===== src/rtl/intc_win_pkg.sv =====
package intc_win_pkg;

    typedef enum logic [2:0] {
        K_NONE,
        K_ID,
        K_VER,
        K_ARB,
        K_TBL
    } win_kind_t;

    typedef enum logic [1:0] {
        ST_IDLE,
        ST_RDATA,
        ST_UPDATE
    } acc_state_t;

    localparam logic [2:0] SIZE_WORD = 3'd4;

endpackage


===== src/rtl/intc_win_decode.sv =====
module intc_win_decode
    import intc_win_pkg::*;
#(
    parameter int SEL_W = 8,
    parameter int PINS = 24,
    parameter int IDX_W = $clog2(PINS),
    parameter logic [SEL_W-1:0] ID_IDX = 8'h00,
    parameter logic [SEL_W-1:0] VER_IDX = 8'h01,
    parameter logic [SEL_W-1:0] ARB_IDX = 8'h02,
    parameter logic [SEL_W-1:0] TBL_BASE = 8'h10
) (
    input  logic [SEL_W-1:0] sel,
    output win_kind_t        kind,
    output logic [IDX_W-1:0] idx,
    output logic             hi
);

    logic [SEL_W-1:0] off;

    always_comb begin
        off  = sel - TBL_BASE;
        kind = K_NONE;
        idx  = '0;
        hi   = 1'b0;
        if (sel == ID_IDX) begin
            kind = K_ID;
        end else if (sel == VER_IDX) begin
            kind = K_VER;
        end else if (sel == ARB_IDX) begin
            kind = K_ARB;
        end else if (sel >= TBL_BASE && int'(off[SEL_W-1:1]) < PINS) begin
            kind = K_TBL;
            idx  = off[IDX_W:1];
            hi   = off[0];
        end
    end

endmodule


===== src/rtl/intc_win_table.sv =====
module intc_win_table #(
    parameter int PINS = 24,
    parameter int IDX_W = $clog2(PINS),
    parameter logic [63:0] ENTRY_RST = 64'h0000_0000_0001_0000
) (
    input  logic              clk,
    input  logic              rst_n,
    input  logic              we,
    input  logic [IDX_W-1:0]  idx,
    input  logic              hi,
    input  logic [31:0]       wdata,
    output logic [31:0]       rword,
    output logic [PINS*64-1:0] entries
);

    logic [63:0] ent_q [PINS];

    for (genvar g = 0; g < PINS; g++) begin : g_ent
        always_ff @(posedge clk) begin
            if (!rst_n) begin
                ent_q[g] <= ENTRY_RST;
            end else if (we && int'(idx) == g) begin
                if (hi) begin
                    ent_q[g][63:32] <= wdata;
                end else begin
                    ent_q[g][31:0] <= wdata;
                end
            end
        end

        assign entries[g*64 +: 64] = ent_q[g];

        // an entry write leaves the other half untouched
        a_r7_other_half_kept: assert property (@(posedge clk) disable iff (!rst_n)
            (we && int'(idx) == g) |=>
                (hi ? $stable(ent_q[g][31:0]) : $stable(ent_q[g][63:32])));

        // entries not addressed do not change
        a_r7_others_kept: assert property (@(posedge clk) disable iff (!rst_n)
            !(we && int'(idx) == g) |=> $stable(ent_q[g]));
    end

    always_comb begin
        rword = '0;
        if (int'(idx) < PINS) begin
            rword = hi ? ent_q[idx][63:32] : ent_q[idx][31:0];
        end
    end

endmodule


===== src/rtl/intc_window_regs.sv =====
module intc_window_regs
    import intc_win_pkg::*;
#(
    parameter int PINS = 24,
    parameter int SEL_W = 8,
    parameter int ID_W = 4,
    parameter int ID_POS = 24,
    parameter int CNT_POS = 16,
    parameter logic [31:0] VER_CODE = 32'h0000_0011,
    parameter logic [7:0] SEL_OFS = 8'h00,
    parameter logic [7:0] WIN_OFS = 8'h10,
    parameter logic [SEL_W-1:0] TBL_BASE = 8'h10,
    parameter logic [63:0] ENTRY_RST = 64'h0000_0000_0001_0000,
    localparam int IDX_W = $clog2(PINS)
) (
    input  logic               clk,
    input  logic               rst_n,
    input  logic [7:0]         bus_addr,
    input  logic [2:0]         bus_size,
    input  logic               bus_rd,
    input  logic               bus_wr,
    input  logic [31:0]        bus_wdata,
    output logic [31:0]        bus_rdata,
    output logic               bus_rvalid,
    output logic [PINS*64-1:0] tbl_entries,
    output logic               upd_pulse,
    output logic [IDX_W-1:0]   upd_index
);

    localparam logic [SEL_W-1:0] ID_IDX  = 8'h00;
    localparam logic [SEL_W-1:0] VER_IDX = 8'h01;
    localparam logic [SEL_W-1:0] ARB_IDX = 8'h02;
    localparam logic [31:0] VER_WORD = VER_CODE | (32'(PINS - 1) << CNT_POS);

    acc_state_t        state_q, state_d;
    logic [SEL_W-1:0]  sel_q;
    logic [ID_W-1:0]   id_q;
    logic [31:0]       rdata_q;
    logic [IDX_W-1:0]  uidx_q;

    win_kind_t         kind;
    logic [IDX_W-1:0]  idx;
    logic              hi;
    logic [31:0]       tbl_rword;

    logic is_sel, is_win, is_word, do_wr, win_word, tbl_we, id_we;
    logic [31:0] rd_val;

    intc_win_decode #(
        .SEL_W(SEL_W), .PINS(PINS), .IDX_W(IDX_W),
        .ID_IDX(ID_IDX), .VER_IDX(VER_IDX), .ARB_IDX(ARB_IDX),
        .TBL_BASE(TBL_BASE)
    ) decode_i (
        .sel  (sel_q),
        .kind (kind),
        .idx  (idx),
        .hi   (hi)
    );

    intc_win_table #(
        .PINS(PINS), .IDX_W(IDX_W), .ENTRY_RST(ENTRY_RST)
    ) table_i (
        .clk     (clk),
        .rst_n   (rst_n),
        .we      (tbl_we),
        .idx     (idx),
        .hi      (hi),
        .wdata   (bus_wdata),
        .rword   (tbl_rword),
        .entries (tbl_entries)
    );

    // access qualification
    always_comb begin
        is_sel   = (bus_addr == SEL_OFS);
        is_win   = (bus_addr == WIN_OFS);
        is_word  = (bus_size == SIZE_WORD);
        do_wr    = bus_wr && !bus_rd;
        win_word = is_win && is_word;
        tbl_we   = do_wr && win_word && (kind == K_TBL);
        id_we    = do_wr && win_word && (kind == K_ID);
    end

    // read data selection
    always_comb begin
        rd_val = '0;
        if (is_sel) begin
            rd_val = 32'(sel_q);
        end else if (win_word) begin
            unique case (kind)
                K_ID, K_ARB: rd_val = 32'(id_q) << ID_POS;
                K_VER:       rd_val = VER_WORD;
                K_TBL:       rd_val = tbl_rword;
                K_NONE:      rd_val = '0;
                default:     rd_val = '0;
            endcase
        end
    end

    // next-state logic
    always_comb begin
        state_d = ST_IDLE;
        unique case (state_q)
            ST_IDLE, ST_RDATA, ST_UPDATE: begin
                if (bus_rd) begin
                    state_d = ST_RDATA;
                end else if (tbl_we) begin
                    state_d = ST_UPDATE;
                end else begin
                    state_d = ST_IDLE;
                end
            end
            default: state_d = ST_IDLE;
        endcase
    end

    // state register
    always_ff @(posedge clk) begin
        if (!rst_n) begin
            state_q <= ST_IDLE;
        end else begin
            state_q <= state_d;
        end
    end

    // data registers
    always_ff @(posedge clk) begin
        if (!rst_n) begin
            sel_q   <= '0;
            id_q    <= '0;
            rdata_q <= '0;
            uidx_q  <= '0;
        end else begin
            if (do_wr && is_sel) begin
                sel_q <= bus_wdata[SEL_W-1:0];
            end
            if (id_we) begin
                id_q <= bus_wdata[ID_POS +: ID_W];
            end
            if (bus_rd) begin
                rdata_q <= rd_val;
            end
            if (tbl_we) begin
                uidx_q <= idx;
            end
        end
    end

    // outputs
    always_comb begin
        bus_rvalid = (state_q == ST_RDATA);
        upd_pulse  = (state_q == ST_UPDATE);
        bus_rdata  = rdata_q;
        upd_index  = uidx_q;
    end

    // a strobe only follows a qualified entry write
    a_r9_pulse_needs_write: assert property (@(posedge clk) disable iff (!rst_n)
        upd_pulse |-> $past(bus_wr && !bus_rd && is_win && is_word));

    // a narrow window write raises no strobe
    a_r3_narrow_no_pulse: assert property (@(posedge clk) disable iff (!rst_n)
        (bus_wr && !bus_rd && is_win && !is_word) |=> !upd_pulse);

    // out-of-range window write leaves the table unchanged
    a_r8_range_no_write: assert property (@(posedge clk) disable iff (!rst_n)
        (bus_wr && is_win && kind == K_NONE) |=> $stable(tbl_entries));

    // a read in the same cycle suppresses the strobe
    a_r11_read_wins: assert property (@(posedge clk) disable iff (!rst_n)
        bus_rd |=> (bus_rvalid && !upd_pulse));

    // read data valid exactly in the cycle after a read strobe
    a_r10_rvalid_timing: assert property (@(posedge clk) disable iff (!rst_n)
        bus_rvalid |-> $past(bus_rd));

    // the version register never changes
    a_r5_version_const: assert property (@(posedge clk) disable iff (!rst_n)
        $past(bus_rd && win_word && kind == K_VER) |-> (bus_rdata == VER_WORD));

endmodule


===== config.mk =====
export PLATFORM = sky130hd
export DESIGN_NAME = intc_window_regs
export DESIGN_NICKNAME = d
export VERILOG_FILES = /design/src/rtl/intc_win_pkg.sv /design/src/rtl/intc_win_decode.sv /design/src/rtl/intc_win_table.sv /design/src/rtl/intc_window_regs.sv
export SDC_FILE = /design/constraint.sdc
export NUM_CORES = 2
export LEC_CHECK = 0
export ABC_AREA = 1
export BUFFER_PORTS_ARGS = -buffer_cell sky130_fd_sc_hd__buf_2
export CORE_AREA = 2 2 633 635
export DETAILED_ROUTE_END_ITERATION = 6
export DIE_AREA = 0 0 635 637
export PLACE_DENSITY_LB_ADDON = 0.15
export SETUP_SLACK_MARGIN = 0.1
export SLEW_MARGIN = 20
export SYNTH_ARGS = -nofsm -noshare
export SYNTH_HDL_FRONTEND = slang
export SYNTH_SLANG_ARGS = --single-unit
export TNS_END_PERCENT = 100

===== constraint.sdc =====
create_clock -name clk -period 7.15 [get_ports clk]
set_input_delay 2.145 -clock clk [delete_from_list [all_inputs] [get_ports clk]]
set_output_delay 2.145 -clock clk [all_outputs]
set_load 0.005 [all_outputs]

==> results.tsv <==
stage	metric	value	unit
run_status	outcome	finished, final reports clean	
clock_network	setup bufs post-CTS	0	
critical_path	Reg2Reg Depth	17	
power	Max rail drop VDD	0.193	mV
floorplan	IO Count	1622	
detailed_routing	drt pass-1 iters	5	
detailed_routing	via/cell ratio	4.53	
power	Design Power	23.6	mW
run	total of max-cap violations	0	
sta	max-slew violations	0	
critical_path	Reg2Reg Setup Slack	1.38	ns
detailed_routing	Initial DRC Count	7476	
clock_network	CTS tree	yes	
critical_path	Worst EP arrival	6.54	ns
clock_network	H-tree depth	4	
placed_design	number of port buffers	1621	
floorplan	die width	635	um
logic_synthesis	ys flop type	edfxtp_1	
detailed_routing	WL/cell	40.1	um
grt	GRT Total Usage	27.5	%
logic_synthesis	Seq cells post-synth	1587	
logic_synthesis	yosys warns	0	
layout	NumNets Final	9053	
detailed_routing	Post-route DRC	0	
floorplan	Die Span Y	637	um
logic_synthesis	asr flop ratio synth	0	%
clock_network	CTS clk-pin slew, worst paths	0.06	ns
grt	vias in the first global route	62600	
min_path	WHS Path Cells	2	
clock_network	root buf cell	clkbuf_16	
sta	RSZ-0062 raised after global routing	false	
layout	fin area	92800	um^2
sta	setup violators final	0	
detailed_routing	Final ANT Viol Nets	0	
logic_synthesis	Mapped Nets	7597	
critical_path	CP endpoint kind	flop	
clock_network	CTS buffer count	203	
logic_synthesis	share of the synthesized area in the top cell type	64.4	%
sta	Final Hold Fails	0	
placed_design	Post-DP HPWL	440000	um
logic_synthesis	largest cells by area after synthesis	edfxtp_1, nor2_1, nand2_1, inv_1, clkbuf_1	
detailed_routing	via count	65500	
min_path	HP Start	bus_rdata[23]	
critical_path	FF-to-FF End	bus_rdata[29]	
layout	Area Overhead vs Synth	29.5	%
clock_network	post-CTS sizing	0	
logic_synthesis	register area share after synthesis	65.8	%
power	Leak	38.7	nW
min_path	worst hold path class	flop to flop	
clock_network	Clock Path Buffers	4	
sta	max_slew headroom	15.1	%
logic_synthesis	post-synthesis instance area	71600	um^2
critical_path	Critical Setup Path Class	flop to flop	
power	Power Dens Cells	254	nW/um^2
critical_path	startpoint types	flop	
floorplan	Row Count	232	
sta	Fmax achieved	0.173	GHz
logic_synthesis	Cells after Synth	7548	
clock_network	Clk Latency, worst-skew pair	0.90	ns
logic_synthesis	EDFF count, synth	1536	
grt	global-route wire length before repair	722000	um
sta	fin crit share	80.7	%
layout	share of layout cells above drive strength 1	25.1	%
placed_design	Cell Area, Placed	86200	um^2
logic_synthesis	Avg Cell Area, Syn	9.49	um^2
logic_synthesis	library cells used by synthesis	46	
sta	Setup TNS Final	0	ns
critical_path	r2r startpoint	sel_q[5]	
min_path	WHS Endpoint	bus_rdata[23]	
critical_path	WP data required	7.92	ns
placed_design	placer's final routability congestion estimate	0.897	
logic_synthesis	Synth area leader	edfxtp_1	
sta	Least-Margin Pin Slew	1.26	ns
clock_network	Post-CTS Hold Buffers	0	
critical_path	CP max FO	67	
sta	worst clock skew	0.0676	ns
detailed_routing	routed wire length	579000	um
grt	Overflow after GRT	0	
sta	Period minus WS final	5.77	ns
floorplan	Starting Density	18.0	%
grt	pin count of the biggest net entering global routing	68	
grt	initial antenna violation count	88	
floorplan	Core ar.	398000	um^2
floorplan	DIE AREA	404000	um^2
clock_network	CTS sink cnt	1587	
## metal layers
metal,global-route usage [%],routed length [um]
met3,5.43,41800
met1,32.7,221000
met5,0,69
met4,12.6,30300
met2,47.9,286000
## logic make-up (layout without fill, tap and decap cells)
group                    count (synthesis)  in the layout  synth area share [%]
multiplexers                             3              3                0.0419
adder cells (fa/ha/maj)                  2              2                0.0349
AND/OR/NAND/NOR                       4384           4384                  24.1
XOR/XNOR                                 2              2                0.0245
buffers and inverters                 1060           2681                  5.96
other                                    0             22                     0
flip-flops                            1587           1587                  65.8
AO/OA/AOI/OAI                          510            510                  3.99
## how the worst max path moves through the flow
| stage | start | depth (start not counted) | endpoint |
|---|---|---|---|
| global route | sel_q[5] | 19 | bus_rdata[28] |
| finish | sel_q[5] | 17 | bus_rdata[29] |
| detailed placement | bus_addr[1] | 14 | table_i.ent_q[10][41] |
| floorplan | bus_addr[1] | 13 | table_i.ent_q[0][0] |
| global placement | bus_addr[1] | 14 | table_i.ent_q[10][41] |
| CTS | sel_q[5] | 18 | bus_rdata[5] |
## placed cells by master, fill, tap and decap left out, types with 77 or more instances in the layout
cell and instances:
nor2_1 2767, buf_2 1620, edfxtp_1 1536, nand2_1 1208
inv_1 410, o21ai_0 220, clkbuf_16 204, buf_4 189
nand3_1 173, a21oi_1 141, nand4_1 77
## through the flow
stage               hold WS [ns]  util [%]  setup WS (ns)  cells
global route               0.484      23.3           1.41  14400
floorplan                  0.462         -           2.36   7548
global placement           0.461      21.7          0.836  14100
finish                     0.467      23.3           1.38  14500
CTS                        0.467      23.3           1.48  14400
detailed placement         0.459      21.7           1.03  14100
## cells in the mapped netlist, types with 10 or more instances
library cell and number:
or2_2 24, inv_1 444, edfxtp_1 1536, nand3_1 180
clkbuf_1 368, inv_2 25, buf_4 15, o21ai_0 225
o22ai_1 53, nand3b_1 17, or2_1 13, buf_1 24
a22oi_1 16, nor2_2 10, o21ai_1 10, nand2_1 1256
dfxtp_1 51, buf_2 180, o22a_1 18, a21oi_1 141
o211ai_1 30, nand4_1 77, nor2_1 2769
## power breakdown
| part | leakage (nW) | total (mW) | switching, mW | internal, mW |
|---|---|---|---|---|
| sequential | 15.0 | 11.1 | 0.467 | 10.6 |
| clock | 3.17 | 10.5 | 4.57 | 5.93 |
| combinational | 20.5 | 1.97 | 1.51 | 0.459 |
## worst max-delay path, cell delays in order (launching register included)
cell     delay, ns
dfxtp_1       0.39
inv_1         0.09
ha_1          0.22
xnor2_1       0.50
nand3_2       0.12
buf_4         0.25
nor2_8        0.39
nand2_8       0.51
nor2_1        0.87
nor2_1        0.18
nand2_1       0.27
nand2_1       0.10
nand3_1       0.54
o21ai_0       0.60
nand2_1       0.19
nand2_1       0.06
nand2_1       0.06
a21oi_1       0.07
## final cells by class
class                      count  area [um^2]
antenna                       22         55.1
clock buffer                 242         5250
clock inverter               128         1240
fill                       43500       305000
inverter                     472         1850
multi-input combinational   4901        20500
sequential                  1587        47100
tap                         5265         6590
timing repair buffer        1839        10100
## registers in the layout, summed over array words and instances (netlist names)
name,count
id_q,4
sel_q,8
state_q,2
upd_index,5
bus_rdata,32
table_i.ent_q,1536
No activity file was read; power rests on OpenSTA's default activity.
